==> src/rtl/tdr_pkg.sv <==
package tdr_pkg;

    localparam int WORD_W      = 32;
    localparam int DESC_STRIDE = 32;
    localparam int PTR_LSB     = $clog2(DESC_STRIDE);
    localparam int LEN_W       = 12;
    localparam int TAG_LSB     = 16;
    localparam int FLAG_BIT    = 31;

    localparam logic [WORD_W-1:0] OFS_CFG = 32'd4;
    localparam logic [WORD_W-1:0] OFS_NXT = 32'd8;

    typedef enum logic [1:0] {
        REG_CTRL = 2'd0,
        REG_PTR  = 2'd1,
        REG_STAT = 2'd2,
        REG_NONE = 2'd3
    } reg_sel_e;

    typedef enum logic [2:0] {
        ST_IDLE,
        ST_RD_BUF,
        ST_RD_CFG,
        ST_RD_NXT,
        ST_RD_DATA,
        ST_SEND,
        ST_WB
    } walk_state_e;

    typedef struct packed {
        logic                       empty;
        logic [FLAG_BIT-1:LEN_W]    upper;
        logic [LEN_W-1:0]           len;
    } desc_cfg_t;

    function automatic logic [LEN_W-1:0] clamp_len(
        input logic [LEN_W-1:0] raw,
        input logic [LEN_W-1:0] cap
    );
        return (raw > cap) ? cap : raw;
    endfunction

endpackage

==> src/rtl/tdr_regs.sv <==
module tdr_regs
    import tdr_pkg::*;
#(
    parameter int CNT_W = 16
) (
    input  logic              clk,
    input  logic              rst,
    input  logic              reg_we,
    input  logic [1:0]        reg_addr,
    input  logic [WORD_W-1:0] reg_wdata,
    output logic [WORD_W-1:0] reg_rdata,
    input  logic              busy,
    input  logic              stop,
    input  logic              adv,
    input  logic [WORD_W-1:0] adv_ptr,
    input  logic              frame_done,
    input  logic              err_set,
    output logic              enable,
    output logic [WORD_W-1:0] desc_ptr
);

    logic                       en_q;
    logic [WORD_W-1:PTR_LSB]    ptr_q;
    logic [CNT_W-1:0]           cnt_q;
    logic                       err_q;
    logic                       ptr_lock;
    logic                       unused_bits;

    assign ptr_lock    = en_q || busy;
    assign unused_bits = ^{reg_wdata[FLAG_BIT-1:1], adv_ptr[PTR_LSB-1:0]};

    always_ff @(posedge clk) begin
        if (rst) begin
            en_q  <= 1'b0;
            ptr_q <= '0;
            cnt_q <= '0;
            err_q <= 1'b0;
        end else begin
            if (stop)
                en_q <= 1'b0;
            else if (reg_we && reg_addr == REG_CTRL)
                en_q <= reg_wdata[0];

            if (adv)
                ptr_q <= adv_ptr[WORD_W-1:PTR_LSB];
            else if (reg_we && reg_addr == REG_PTR && !ptr_lock)
                ptr_q <= reg_wdata[WORD_W-1:PTR_LSB];

            if (frame_done)
                cnt_q <= cnt_q + CNT_W'(1);

            if (err_set)
                err_q <= 1'b1;
            else if (reg_we && reg_addr == REG_STAT && reg_wdata[FLAG_BIT])
                err_q <= 1'b0;
        end
    end

    assign enable   = en_q;
    assign desc_ptr = {ptr_q, {PTR_LSB{1'b0}}};

    always_comb begin
        case (reg_addr)
            REG_CTRL: reg_rdata = {{(WORD_W-1){1'b0}}, en_q};
            REG_PTR:  reg_rdata = desc_ptr;
            REG_STAT: reg_rdata = {err_q, {(WORD_W-1-CNT_W){1'b0}}, cnt_q};
            default:  reg_rdata = '0;
        endcase
    end

    // an error response leaves the engine disabled and the flag set
    a_r8_err_stops: assert property (@(posedge clk) disable iff (rst)
        err_set |=> (!en_q && err_q));

    // the pointer moves only by advancing while the engine owns it
    a_r9_ptr_locked: assert property (@(posedge clk) disable iff (rst)
        (ptr_lock && !adv) |=> $stable(ptr_q));

endmodule

==> src/rtl/tdr_walker.sv <==
module tdr_walker
    import tdr_pkg::*;
#(
    parameter int BUF_BYTES = 2048,
    parameter int TAG_W     = 4
) (
    input  logic              clk,
    input  logic              rst,
    input  logic              enable,
    input  logic [WORD_W-1:0] desc_ptr,
    output logic              busy,
    output logic              stop,
    output logic              adv,
    output logic [WORD_W-1:0] adv_ptr,
    output logic              frame_done,
    output logic              err_set,
    output logic              mem_req,
    output logic              mem_we,
    output logic [WORD_W-1:0] mem_addr,
    output logic [WORD_W-1:0] mem_wdata,
    input  logic              mem_ack,
    input  logic              mem_err,
    input  logic [WORD_W-1:0] mem_rdata,
    output logic              tx_valid,
    input  logic              tx_ready,
    output logic [7:0]        tx_data,
    output logic              tx_last,
    output logic [TAG_W-1:0]  tx_tag
);

    localparam logic [LEN_W-1:0] CAP = LEN_W'(BUF_BYTES);

    walk_state_e        state_q;
    desc_cfg_t          cfg_q;
    logic [WORD_W-1:0]  nxt_q;
    logic [WORD_W-1:0]  buf_q;
    logic [WORD_W-1:0]  word_q;
    logic [LEN_W-1:0]   rem_q;
    logic [1:0]         idx_q;
    logic               sent_q;
    logic               ack_ok;
    logic               fetched_empty;

    assign busy    = (state_q != ST_IDLE);
    assign mem_req = (state_q == ST_RD_BUF) || (state_q == ST_RD_CFG) ||
                     (state_q == ST_RD_NXT) || (state_q == ST_RD_DATA) ||
                     (state_q == ST_WB);
    assign mem_we    = (state_q == ST_WB);
    assign mem_wdata = mem_we ? (cfg_q | desc_cfg_t'(32'h8000_0000)) : '0;

    always_comb begin
        case (state_q)
            ST_RD_BUF:  mem_addr = desc_ptr;
            ST_RD_CFG:  mem_addr = desc_ptr + OFS_CFG;
            ST_RD_NXT:  mem_addr = desc_ptr + OFS_NXT;
            ST_RD_DATA: mem_addr = buf_q;
            ST_WB:      mem_addr = desc_ptr + OFS_CFG;
            default:    mem_addr = '0;
        endcase
    end

    assign ack_ok        = mem_req && mem_ack && !mem_err;
    assign err_set       = mem_req && mem_ack && mem_err;
    assign fetched_empty = (state_q == ST_RD_NXT) && ack_ok && cfg_q.empty;
    assign stop          = err_set || fetched_empty;
    assign adv           = (state_q == ST_WB) && ack_ok;
    assign adv_ptr       = nxt_q;
    assign frame_done    = adv && sent_q;

    assign tx_valid = (state_q == ST_SEND);
    assign tx_data  = word_q[{idx_q, 3'b000} +: 8];
    assign tx_last  = tx_valid && (rem_q == LEN_W'(1));
    assign tx_tag   = cfg_q[TAG_LSB +: TAG_W];

    always_ff @(posedge clk) begin
        if (rst) begin
            state_q <= ST_IDLE;
            cfg_q   <= '0;
            nxt_q   <= '0;
            buf_q   <= '0;
            word_q  <= '0;
            rem_q   <= '0;
            idx_q   <= '0;
            sent_q  <= 1'b0;
        end else if (err_set) begin
            state_q <= ST_IDLE;
        end else begin
            unique case (state_q)
                ST_IDLE:
                    if (enable) state_q <= ST_RD_BUF;
                ST_RD_BUF:
                    if (ack_ok) begin
                        buf_q   <= mem_rdata;
                        state_q <= ST_RD_CFG;
                    end
                ST_RD_CFG:
                    if (ack_ok) begin
                        cfg_q   <= desc_cfg_t'(mem_rdata);
                        state_q <= ST_RD_NXT;
                    end
                ST_RD_NXT:
                    if (ack_ok) begin
                        nxt_q <= mem_rdata;
                        if (cfg_q.empty) begin
                            state_q <= ST_IDLE;
                        end else if (cfg_q.len == '0) begin
                            sent_q  <= 1'b0;
                            state_q <= ST_WB;
                        end else begin
                            rem_q   <= clamp_len(cfg_q.len, CAP);
                            sent_q  <= 1'b1;
                            state_q <= ST_RD_DATA;
                        end
                    end
                ST_RD_DATA:
                    if (ack_ok) begin
                        word_q  <= mem_rdata;
                        idx_q   <= '0;
                        buf_q   <= buf_q + 32'd4;
                        state_q <= ST_SEND;
                    end
                ST_SEND:
                    if (tx_ready) begin
                        rem_q <= rem_q - LEN_W'(1);
                        idx_q <= idx_q + 2'd1;
                        if (rem_q == LEN_W'(1))
                            state_q <= ST_WB;
                        else if (idx_q == 2'd3)
                            state_q <= ST_RD_DATA;
                    end
                ST_WB:
                    if (ack_ok) state_q <= ST_IDLE;
                default:
                    state_q <= ST_IDLE;
            endcase
        end
    end

    // a stalled byte is held unchanged
    a_r4_tx_hold: assert property (@(posedge clk) disable iff (rst)
        (tx_valid && !tx_ready) |=>
            (tx_valid && $stable(tx_data) && $stable(tx_last) && $stable(tx_tag)));

    // a request is held with a stable address until acknowledged
    a_r10_mem_hold: assert property (@(posedge clk) disable iff (rst)
        (mem_req && !mem_ack) |=>
            (mem_req && $stable(mem_addr) && $stable(mem_we) && $stable(mem_wdata)));

    // after an error response nothing else is issued
    a_r8_err_quiet: assert property (@(posedge clk) disable iff (rst)
        (mem_req && mem_ack && mem_err) |=> (!mem_req && !tx_valid));

    // the final byte ends the stream for that frame
    a_r2_last_ends: assert property (@(posedge clk) disable iff (rst)
        (tx_valid && tx_ready && tx_last) |=> !tx_valid);

    // an empty descriptor produces neither bytes nor a write-back
    a_r6_empty_quiet: assert property (@(posedge clk) disable iff (rst)
        fetched_empty |=> (!mem_req && !tx_valid));

endmodule

==> src/rtl/tdr_ring_tx.sv <==
module tdr_ring_tx
    import tdr_pkg::*;
#(
    parameter int BUF_BYTES = 2048,
    parameter int TAG_W     = 4,
    parameter int CNT_W     = 16
) (
    input  logic              clk,
    input  logic              rst,
    input  logic              reg_we,
    input  logic [1:0]        reg_addr,
    input  logic [31:0]       reg_wdata,
    output logic [31:0]       reg_rdata,
    output logic              mem_req,
    output logic              mem_we,
    output logic [31:0]       mem_addr,
    output logic [31:0]       mem_wdata,
    input  logic              mem_ack,
    input  logic              mem_err,
    input  logic [31:0]       mem_rdata,
    output logic              tx_valid,
    input  logic              tx_ready,
    output logic [7:0]        tx_data,
    output logic              tx_last,
    output logic [TAG_W-1:0]  tx_tag
);

    logic              enable;
    logic [WORD_W-1:0] desc_ptr;
    logic              busy;
    logic              stop;
    logic              adv;
    logic [WORD_W-1:0] adv_ptr;
    logic              frame_done;
    logic              err_set;

    tdr_regs #(.CNT_W(CNT_W)) u_regs (
        .clk        (clk),
        .rst        (rst),
        .reg_we     (reg_we),
        .reg_addr   (reg_addr),
        .reg_wdata  (reg_wdata),
        .reg_rdata  (reg_rdata),
        .busy       (busy),
        .stop       (stop),
        .adv        (adv),
        .adv_ptr    (adv_ptr),
        .frame_done (frame_done),
        .err_set    (err_set),
        .enable     (enable),
        .desc_ptr   (desc_ptr)
    );

    tdr_walker #(.BUF_BYTES(BUF_BYTES), .TAG_W(TAG_W)) u_walker (
        .clk        (clk),
        .rst        (rst),
        .enable     (enable),
        .desc_ptr   (desc_ptr),
        .busy       (busy),
        .stop       (stop),
        .adv        (adv),
        .adv_ptr    (adv_ptr),
        .frame_done (frame_done),
        .err_set    (err_set),
        .mem_req    (mem_req),
        .mem_we     (mem_we),
        .mem_addr   (mem_addr),
        .mem_wdata  (mem_wdata),
        .mem_ack    (mem_ack),
        .mem_err    (mem_err),
        .mem_rdata  (mem_rdata),
        .tx_valid   (tx_valid),
        .tx_ready   (tx_ready),
        .tx_data    (tx_data),
        .tx_last    (tx_last),
        .tx_tag     (tx_tag)
    );

endmodule

==> config.mk <==
export PLATFORM = sky130hd
export DESIGN_NAME = tdr_ring_tx
export DESIGN_NICKNAME = d
export VERILOG_FILES = /design/src/rtl/tdr_pkg.sv /design/src/rtl/tdr_regs.sv /design/src/rtl/tdr_walker.sv /design/src/rtl/tdr_ring_tx.sv
export SDC_FILE = /design/constraint.sdc
export NUM_CORES = 1
export LEC_CHECK = 0
export ABC_AREA = 1
export BUFFER_PORTS_ARGS = -buffer_cell sky130_fd_sc_hd__buf_2
export CAP_MARGIN = 20
export CORE_MARGIN = 3
export CORE_UTILIZATION = 40
export CTS_BUF_LIST = sky130_fd_sc_hd__clkbuf_4
export DETAILED_ROUTE_END_ITERATION = 10
export GPL_TIMING_DRIVEN = 0
export HOLD_SLACK_MARGIN = 0.15
export PLACE_DENSITY = 0.59
export SETUP_SLACK_MARGIN = 0.1
export SLEW_MARGIN = 20
export SYNTH_ARGS = -nofsm -noshare
export SYNTH_HDL_FRONTEND = slang
export SYNTH_SLANG_ARGS = --single-unit
export TNS_END_PERCENT = 1
==> constraint.sdc <==
create_clock -name clk -period 1.55 [get_ports clk]
set_input_delay 0.0775 -clock clk [delete_from_list [all_inputs] [get_ports clk]]
set_output_delay 0.0775 -clock clk [all_outputs]
set_load 0.01 [all_outputs]
==> out/qor.yml, run 1 <==
setup_viol: 255
fillers: 2387
violations: "setup timing"
die_y_um: 161
die_area_sq_um: 26100
max-vdd-ir-drop_mv: 0.485
clockRootBuffer: "clkbuf_4"
fin_area_sq_um: 13100
yosysWarnings: 0
avgSynthCellArea_sq_um: 6.47
routed_wl_um: 38500
route.detailed.drc: 0
overflow: 0
grt_pass1_wl_um: 58600
ys_types: 36
initial_core_util_pct: 40.9
power_density_nw_per_um2: 797
clockBufferDepth: 2
syn_to_final_growth_pct: 35.2
worst_slew_pin_slew_ns: 0.808
grt_pass1_vias: 10639
gp_congestion: 0.920
antenna_left: 0
max_freq_mhz: 492
top_level_ports: 184
synth_top_cell_area_share_pct: 38.5
drive_above_1_share_pct: 21.8
cp.arrival_ns: 1.95
synth_seq_cells: 186
synth_cells: 1495
cts_buffers: 17
hold_viol_final: 0
min_period_over_period_pct: 131
vias: 11201
slew_headroom_pct: 46.1
drt-initial-drc-count: 858
cts_tree: "yes"
antenna_found_initial: 1
fp-row-count: 56
start_kind: "flop"
dr.pass1.iters: 6
mappedNetlistArea_sq_um: 9670
htree_levels: 4
cp.required_ns: 1.47
crit_type: "reg2out"
clk_pin_slew_ns: 0.18
grt_start_max_net_pins: 19
clock_latency_ns: 0.62
placed_area_sq_um: 11000
leakage_uw: 0.00560
end_kind: "output port"
rsz0062_at_grt: "true"
finalCriticalPeriod_ns: 2.03
io_buffers: 178
via_per_inst: 5.27
yosys.area.top_type: "dfxtp_1"
nets: 1871
hp-class: "in2reg"
die_w_um: 161
clock_skew_ns: 0.0467
crit_fanout: 5
cts_sinks: 186
drv_slew: 0
syn_nets: 1572
wl_per_cell_um: 18.1
setup_ws_ns: -0.482
fp.coreArea_sq_um: 23600
seq_area_frac_synth_pct: 38.5
post-place-ws_ns: -0.604
outcome: "finished, violations left"
synthTopCellsByArea: "dfxtp_1 39%, nand2_1 11%, nor2_1 9.0%, o21ai_0 8.3%, inv_1 7.7%"
drv_cap: 0
dpl.hpwl_um: 28300
grt_usage_pct: 28.6
[flip-flops by register name (all words and copies together) (netlist names)]
register,flops
u_regs.cnt_q,16
u_regs.enable,1
u_regs.err_q,1
u_regs.ptr_q,27
u_walker.adv_ptr,27
u_walker.buf_q,32
u_walker.cfg_q,28
u_walker.idx_q,2
u_walker.rem_q,12
u_walker.sent_q,1
u_walker.state_q,3
u_walker.tx_tag,4
u_walker.word_q,32
[final timing paths]
kind,from,to,slack (ns),depth (start not counted)
max,u_walker.state_q[0],mem_addr[13],-0.48,8
min,rst,u_regs.cnt_q[14],0.18,3
max reg2reg,u_walker.state_q[1],u_walker.cfg_q[5],-0.43,11
min reg2reg,u_regs.err_q,u_regs.err_q,0.48,2
[layer usage]
metal / up-vias / share of wire (%) / track usage, %
met2: 477 / 46 / 46.7
li1: 5468 / - / -
met4: 0 / 3.1 / 8.76
met3: 79 / 7.6 / 4.33
met1: 5177 / 43 / 39.1
met5: - / 0 / 0
[synthesized netlist by cell type, drive strengths merged]
cell and count:
nand2 280, nor2 239, inv 202, dfxtp 186, o21ai 162, a21oi 135
nand3 64, clkbuf 44, buf 38, a31oi 32, o22ai 30, nand4 24
nor3 22, o211ai 7, xor2 7, ha 5, a211oi 3, clkinv 3
a221oi 2, nor4 2, o31ai 2, or2 2, a31o 1, o221ai 1
o2bb2ai 1, xnor2 1
[cells by family after synthesis]
logic type	share of synthesized area, %
AO/OA/AOI/OAI	20.8
XOR/XNOR	0.725
adder cells (fa/ha/maj)	0.647
buffers and inverters	12.1
flip-flops	38.5
AND/OR/NAND/NOR	27.3
[layout by cell type, fill, tap and decap left out, types with 4 or more instances in the layout]
| master | instances |
|---|---|
| nor2_2 | 13 |
| buf_2 | 174 |
| xor2_1 | 7 |
| buf_8 | 5 |
| clkbuf_8 | 4 |
| inv_8 | 5 |
| clkbuf_4 | 19 |
| buf_4 | 41 |
| a21oi_1 | 135 |
| clkinvlp_4 | 4 |
| nand3_2 | 5 |
| nor3_1 | 19 |
| a31oi_1 | 32 |
| clkbuf_1 | 26 |
| nor2_4 | 11 |
| nand2_1 | 269 |
| nand3_1 | 55 |
| nand2_4 | 8 |
| o21ai_2 | 5 |
| o21ai_0 | 140 |
| inv_1 | 191 |
| dfxtp_2 | 10 |
| dlygate4sd3_1 | 71 |
| dfxtp_1 | 173 |
| o22ai_2 | 8 |
| nand4_1 | 24 |
| ha_1 | 5 |
| buf_6 | 31 |
| o22ai_1 | 15 |
| o22ai_4 | 7 |
| nor2_1 | 215 |
| nand3_4 | 4 |
| o211ai_1 | 7 |
| o21ai_1 | 14 |
[power by group]
| group | internal [uW] | switching [uW] | leakage [uW] | total [uW] |
|---|---|---|---|---|
| clock network | 885 | 2000 | 0.000150 | 2880 |
| logic | 955 | 1380 | 0.00395 | 2340 |
| registers | 4990 | 206 | 0.00151 | 5200 |
[worst max-delay path, stage by stage, from the launching register on]
cell,delay [ns]
dfxtp_4,0.42
inv_4,0.10
nand2_4,0.09
nand2_4,0.09
clkinv_4,0.09
buf_6,0.13
buf_8,0.14
o22ai_4,0.13
buf_2,0.16
[through the flow]
| step | hold slack, ns | std cells | util [%] | total power [uW] | setup TNS (ns) |
|---|---|---|---|---|---|
| 2_1_floorplan | 0.226 | 1495 | - | 6170 | -0.951 |
| 3_3_place_gp | 0.354 | 1992 | 46.6 | 6780 | -78.76 |
| 3_5_place_dp | 0.360 | 1992 | 46.6 | 6790 | -78.50 |
| 4_1_cts | 0.172 | 2108 | 53.2 | 10000 | -87.17 |
| 5_1_grt | 0.161 | 2127 | 55.4 | 10800 | -94.86 |
| 6_report | 0.177 | 2127 | 55.4 | 10400 | -72.84 |
[layout make-up]
type / instances / area (sq um) / share of cell area [%]
timing repair buffer: 280 / 1940 / 14.9
inverter: 205 / 817 / 6.25
buffer: 82 / 681 / 5.21
multi-input combinational: 1022 / 5190 / 39.7
antenna: 1 / 2.50 / 0.0191
sequential: 186 / 3750 / 28.7
clock inverter: 14 / 160 / 1.22
tap: 319 / 399 / 3.05
clock buffer: 18 / 135 / 1.03
[repair_timing]
action	4_1_cts	5_1_grt
buffers inserted	13	16
hold buffers	71	0
pin swaps	6	16
resized for setup	129	137
endpoints found under the hold margin	173	0
setup endpoints to repair	275	293
cloned	0	2
No activity file was read; power rests on OpenSTA's default activity.
==> inputs of run 2 (changes only) <==
- ABC_CLOCK_PERIOD_IN_PS: default -> 1550
- CTS_BUF_LIST: sky130_fd_sc_hd__clkbuf_4 -> sky130_fd_sc_hd__clkbuf_16
==> out/qor.yml, run 2 (synthesis results as in run 1) <==
post-place-ws_ns: -0.604  # unchanged
layout_commonest_cell: "nand2_1"
critPathMaxStageDelay_ns: 0.32  # -0.10 ns
whs_path_depth: 6  # +3
grt_usage_pct: 28.7  # +0.070 points
route.detailed.drc: 0  # unchanged
clock_latency_ns: 0.45  # -0.17 ns
reg2reg_depth: 11  # unchanged
clockRootBuffer: "clkbuf_16"
grt_pass1_vias: 10656  # +0.16%
dpl.hpwl_um: 28300  # unchanged
cts_buffers: 17  # unchanged
fin_util_pct: 57.3  # +1.9 points
start_kind: "flop"
hold_viol_final: 0  # unchanged
clock_skew_ns: 0.0161  # -0.0306 ns
multi_input_area_sq_um: 5340  # +2.9%
clockBufferDepth: 2  # unchanged
hp-class: "in2reg"
syn_to_final_growth_pct: 40.0
leakage_uw: 0.00583  # +4.0%
outcome: "finished, violations left"
reg2reg_from: "u_walker.state_q[1]"
vias: 11347  # +1.3%
dr.max_layer_used: "met4"
r2r_slack_ns: -0.25  # +0.18 ns
worstHoldStart: "tx_ready"
max_freq_mhz: 534  # +8.5%
die_area_sq_um: 26100  # unchanged
fp-row-count: 56  # unchanged
finalCriticalPeriod_ns: 1.87  # -0.158 ns
register_area_sq_um: 3740  # -0.13%
grt_start_max_net_pins: 19  # unchanged
setup_ws_ns: -0.324  # +0.158 ns
path_cells: "buf_8, nor2_4, nand2_4, buf_8, buf_8, o22ai_2, buf_2"
routed_wl_um: 38700  # +0.52%
layout_common_cells: "262 x nand2_1, 206 x nor2_1, 191 x inv_1"
power_density_nw_per_um2: 872  # +9.3%
path_buf_inv: 4  # -1
fillers: 2337  # -2.1%
drv_slew: 0  # unchanged
met3WireLength_um: 3110  # +6.3%
cpMostUsedCell: "buf_8"
initial_core_util_pct: 40.9  # unchanged
htree_levels: 4  # unchanged
cts_sinks: 186  # unchanged
critPathTopFamily: "buffers and inverters"
placed_area_sq_um: 11000  # unchanged
gp_congestion: 0.920  # unchanged
die_w_um: 161  # unchanged
via_per_inst: 5.34  # +1.4%
wl_met1_um: 16500  # -0.98%
worst_slew_pin_slew_ns: 0.874  # +0.0661 ns
drv_cap: 0  # unchanged
fin_area_sq_um: 13500  # +3.5%
cp.arrival_ns: 1.80  # -0.15 ns
max-vdd-ir-drop_mv: 0.769  # +59%
diodes: 0  # -1
drt-initial-drc-count: 1015  # +18%
crit_fanout: 10  # +5
drive_above_1_share_pct: 24.6  # +2.8 points
io_buffers: 178  # unchanged
cts_tree: "yes"
grt_pass1_wl_um: 58700  # +0.17%
cpMaxStageDelayCell: "dfxtp_2"
setup_viol: 205  # -20%
reg_top3: "u_walker.buf_q: 32 flops, u_walker.word_q: 32 flops, u_walker.cfg_q: 28 flops"
die_y_um: 161  # unchanged
nets: 1869  # -0.11%
slew_headroom_pct: 41.7  # -4.4 points
violations: "setup timing"
dr.pass1.iters: 5  # -1
antenna_found_initial: 0  # -1
wl_per_cell_um: 18.2  # +0.67%
fp.coreArea_sq_um: 23600  # unchanged
cp.required_ns: 1.47  # about the same
timing.rr.end: "u_walker.buf_q[20]"
holdPathEnd: "u_walker.state_q[0]"
end_kind: "output port"
crit_type: "reg2out"
antenna_left: 0  # unchanged
dr_wl_met2_um: 17800  # +0.58%
clk_pin_slew_ns: 0.07  # -0.11 ns
rsz0062_at_grt: "true"
overflow: 0  # unchanged
top_level_ports: 184  # unchanged
min_period_over_period_pct: 121  # -10 points
## run 2: tightest hold or removal path, delay by kind of cell
kind                   cells  cell delay [ns]
buffers and inverters      2             0.18
and+or+nand+nor            2             0.18
AOI/OAI and AO/OA          2             0.16
## run 2: cell type report
class / instances / area share (%)
clock inverters: 15 / 1.21
multi-input cells: 1022 / 39.5
well taps: 319 / 2.95
flip-flops and latches: 186 / 27.7
clock buffers: 17 / 3.14
plain buffers: 82 / 5.61
inverters: 205 / 5.91
repair buffers: 278 / 14.0
## run 2: what timing repair did
item | in CTS | in global routing
hold buffers | 66 | 0
endpoints found under the hold margin | 135 | 0
pin swaps | 16 | 29
setup endpoints to repair | 262 | 267
gates cloned | 0 | 1
buffers inserted | 19 | 14
gates resized for setup | 170 | 169
## run 2: metal layers
layer / up-vias / GRT usage (%)
met5: - / 0
met4: 0 / 9.70
met3: 78 / 4.90
met2: 474 / 46.5
met1: 5330 / 38.7
li1: 5465 / -
## run 2: stage by stage
step                total power, uW  std cells  hold slack [ns]  TNS [ns]
floorplan                      6170       1495            0.226    -0.951
global placement               6780       1992            0.354    -78.76
detailed placement             6790       1992            0.360    -78.50
CTS                           11500       2109            0.179    -50.33
global route                  12200       2124            0.258    -53.18
finish                        11800       2124            0.187    -36.25
## run 2: power breakdown
part	internal, uW	switching, uW
Clock	2280	2200
Sequential	4980	218
Combinational	799	1310
## run 2: how the worst max path moves through the flow
stage / from / end / depth (start not counted)
after floorplan: u_walker.state_q[1] / u_regs.cnt_q[12] / 10
after global routing: u_walker.state_q[1] / mem_addr[25] / 8
after global placement: u_walker.state_q[1] / u_walker.buf_q[19] / 11
final: u_walker.state_q[1] / mem_addr[5] / 7
after CTS: u_walker.state_q[1] / mem_addr[11] / 9
after detailed placement: u_walker.state_q[1] / u_walker.buf_q[13] / 8
==> inputs of run 3 (changes only) <==
- RECOVER_POWER: default -> 100
==> out/qor.yml, run 3 (synthesis results as in run 1) <==
setup_viol: 207  # +0.98%
syn_to_final_growth_pct: 39.6
path_cells: "buf_8, nor2_4, nand2_4, buf_8, buf_12, o22ai_2, buf_2"
min_period_over_period_pct: 121  # -0.31 points
post-place-ws_ns: -0.604  # unchanged
hold_viol_final: 0  # unchanged
wl_per_cell_um: 18.2  # -0.13%
clock_skew_ns: 0.0172  # +0.00108 ns
finalPower_uw: 11800  # about the same
gp_congestion: 0.920  # unchanged
drt-initial-drc-count: 996  # -1.9%
leakage_uw: 0.00573  # -1.6%
cp.arrival_ns: 1.79  # about the same
rsz0062_at_grt: "true"
die_area_sq_um: 26100  # unchanged
routed_wl_um: 38600  # -0.13%
cpMostUsedCell: "buf_8"
nets: 1869  # unchanged
fillers: 2350  # +0.56%
hp-class: "in2reg"
critPathTopFamily: "buffers and inverters"
cts_sinks: 186  # unchanged
dr.pass1.iters: 5  # unchanged
fin_util_pct: 57.2  # -0.13 points
critPathMaxStageDelay_ns: 0.32  # about the same
clockRootBuffer: "clkbuf_16"
via_per_inst: 5.34  # about the same
start_kind: "flop"
route.detailed.drc: 0  # unchanged
fp-row-count: 56  # unchanged
io_buffers: 178  # unchanged
grt_start_max_net_pins: 19  # unchanged
worst_slew_pin_slew_ns: 0.875  # +0.000738 ns
reg_top3: "u_walker.buf_q: 32 flops, u_walker.word_q: 32 flops, u_walker.cfg_q: 28 flops"
finalCriticalPeriod_ns: 1.87  # -0.00487 ns
antenna_left: 0  # unchanged
end_kind: "output port"
whs_ns: 0.189  # +0.00205 ns
fp.coreArea_sq_um: 23600  # unchanged
slew_headroom_pct: 41.7  # -0.049 points
outcome: "finished, violations left"
initial_core_util_pct: 40.9  # unchanged
diodes: 0  # unchanged
drv_slew: 0  # unchanged
setup_ws_ns: -0.319  # +0.00487 ns
register_area_sq_um: 3740  # unchanged
crit_type: "reg2out"
fin_cells: 2124  # unchanged
clock_latency_ns: 0.45  # about the same
cpMaxStageDelayCell: "dfxtp_2"
power_density_nw_per_um2: 873  # +0.15%
multi_input_area_sq_um: 5340  # about the same
die_w_um: 161  # unchanged
drive_above_1_share_pct: 23.3  # -1.3 points
clockBufferDepth: 2  # unchanged
vias: 11345  # -0.018%
grt_pass1_wl_um: 58700  # unchanged
cp.required_ns: 1.47  # about the same
crit_fanout: 10  # unchanged
antenna_found_initial: 0  # unchanged
clk_pin_slew_ns: 0.07  # about the same
die_y_um: 161  # unchanged
top_level_ports: 184  # unchanged
placed_cells: 1992  # unchanged
grt_usage_pct: 28.7  # unchanged
drv_cap: 0  # unchanged
path_buf_inv: 4  # unchanged
cts_tree: "yes"
max_freq_mhz: 535  # +0.26%
layout_common_cells: "262 x nand2_1, 207 x nor2_1, 192 x inv_1"
grt_pass1_vias: 10656  # unchanged
overflow: 0  # unchanged
max-vdd-ir-drop_mv: 0.770  # +0.11%
cts_buffers: 17  # unchanged
violations: "setup timing"
htree_levels: 4  # unchanged
dpl.hpwl_um: 28300  # unchanged
layout_commonest_cell: "nand2_1"
run 3: changes by cell type in the layout (fill, tap and decap cells not counted):
cell,before,now
clkbuf_2,3,1
nor2_1,206,207
nor2_2,16,15
inv_2,7,6
clkbuf_4,3,4
clkbuf_1,20,42
buf_4,46,45
inv_1,191,192
buf_2,177,157
run 3: timing repair:
action,in CTS,in global routing
cloned,0,1
hold buffers,66,0
setup endpoints to repair,262,267
endpoints found under the hold margin,135,0
resized for setup,170,169
pin swaps,16,29
buffers inserted,19,14
run 3: metal layers:
layer	wire, um	up-vias	global-route usage (%)
li1	-	5457	-
met1	16400	5325	38.7
met2	17800	485	46.5
met3	3160	78	4.90
met4	1300	0	9.70
met5	0	-	0
run 3: report_power, final:
part | total (uW) | switching [uW] | internal (uW) | leakage [uW]
Clock | 4490 | 2200 | 2290 | 0.000282
Combinational | 2100 | 1300 | 795 | 0.00395
Sequential | 5200 | 216 | 4980 | 0.00151
Total | 11800 | 3720 | 8060 | 0.00573
run 3: through the flow:
stage / setup TNS [ns] / instance area [sq um]
floorplan: -0.951 / 9710
global placement: -78.76 / 11000
detailed placement: -78.50 / 11000
CTS: -50.33 / 12900
global route: -53.40 / 13500
finish: -36.01 / 13500
run 3: final cells by class:
type,count,share of cell area (%)
Multi-Input combinational cell,1022,39.6
Tap cell,319,2.96
Buffer,82,5.61
Sequential cell,186,27.7
Clock buffer,17,3.15
Inverter,205,5.92
Clock inverter,15,1.21
Timing Repair Buffer,278,13.9
run 3: final timing paths:
check	start	endpoint	slack, ns	depth (start not counted)
worst min-delay path	tx_ready	u_walker.state_q[0]	0.19	6
worst min register to register	u_regs.err_q	u_regs.err_q	0.47	2
worst max-delay path	u_walker.state_q[1]	mem_addr[20]	-0.32	7
worst max register to register	u_walker.state_q[1]	u_walker.buf_q[20]	-0.25	11
run 3: worst register-to-register path: cells and delay by family (launching register included):
family	cells	cell delay (ns)
and+or+nand+nor	6	0.73
buffers and inverters	4	0.48
DFF	1	0.32
AOI/OAI and AO/OA	1	0.16
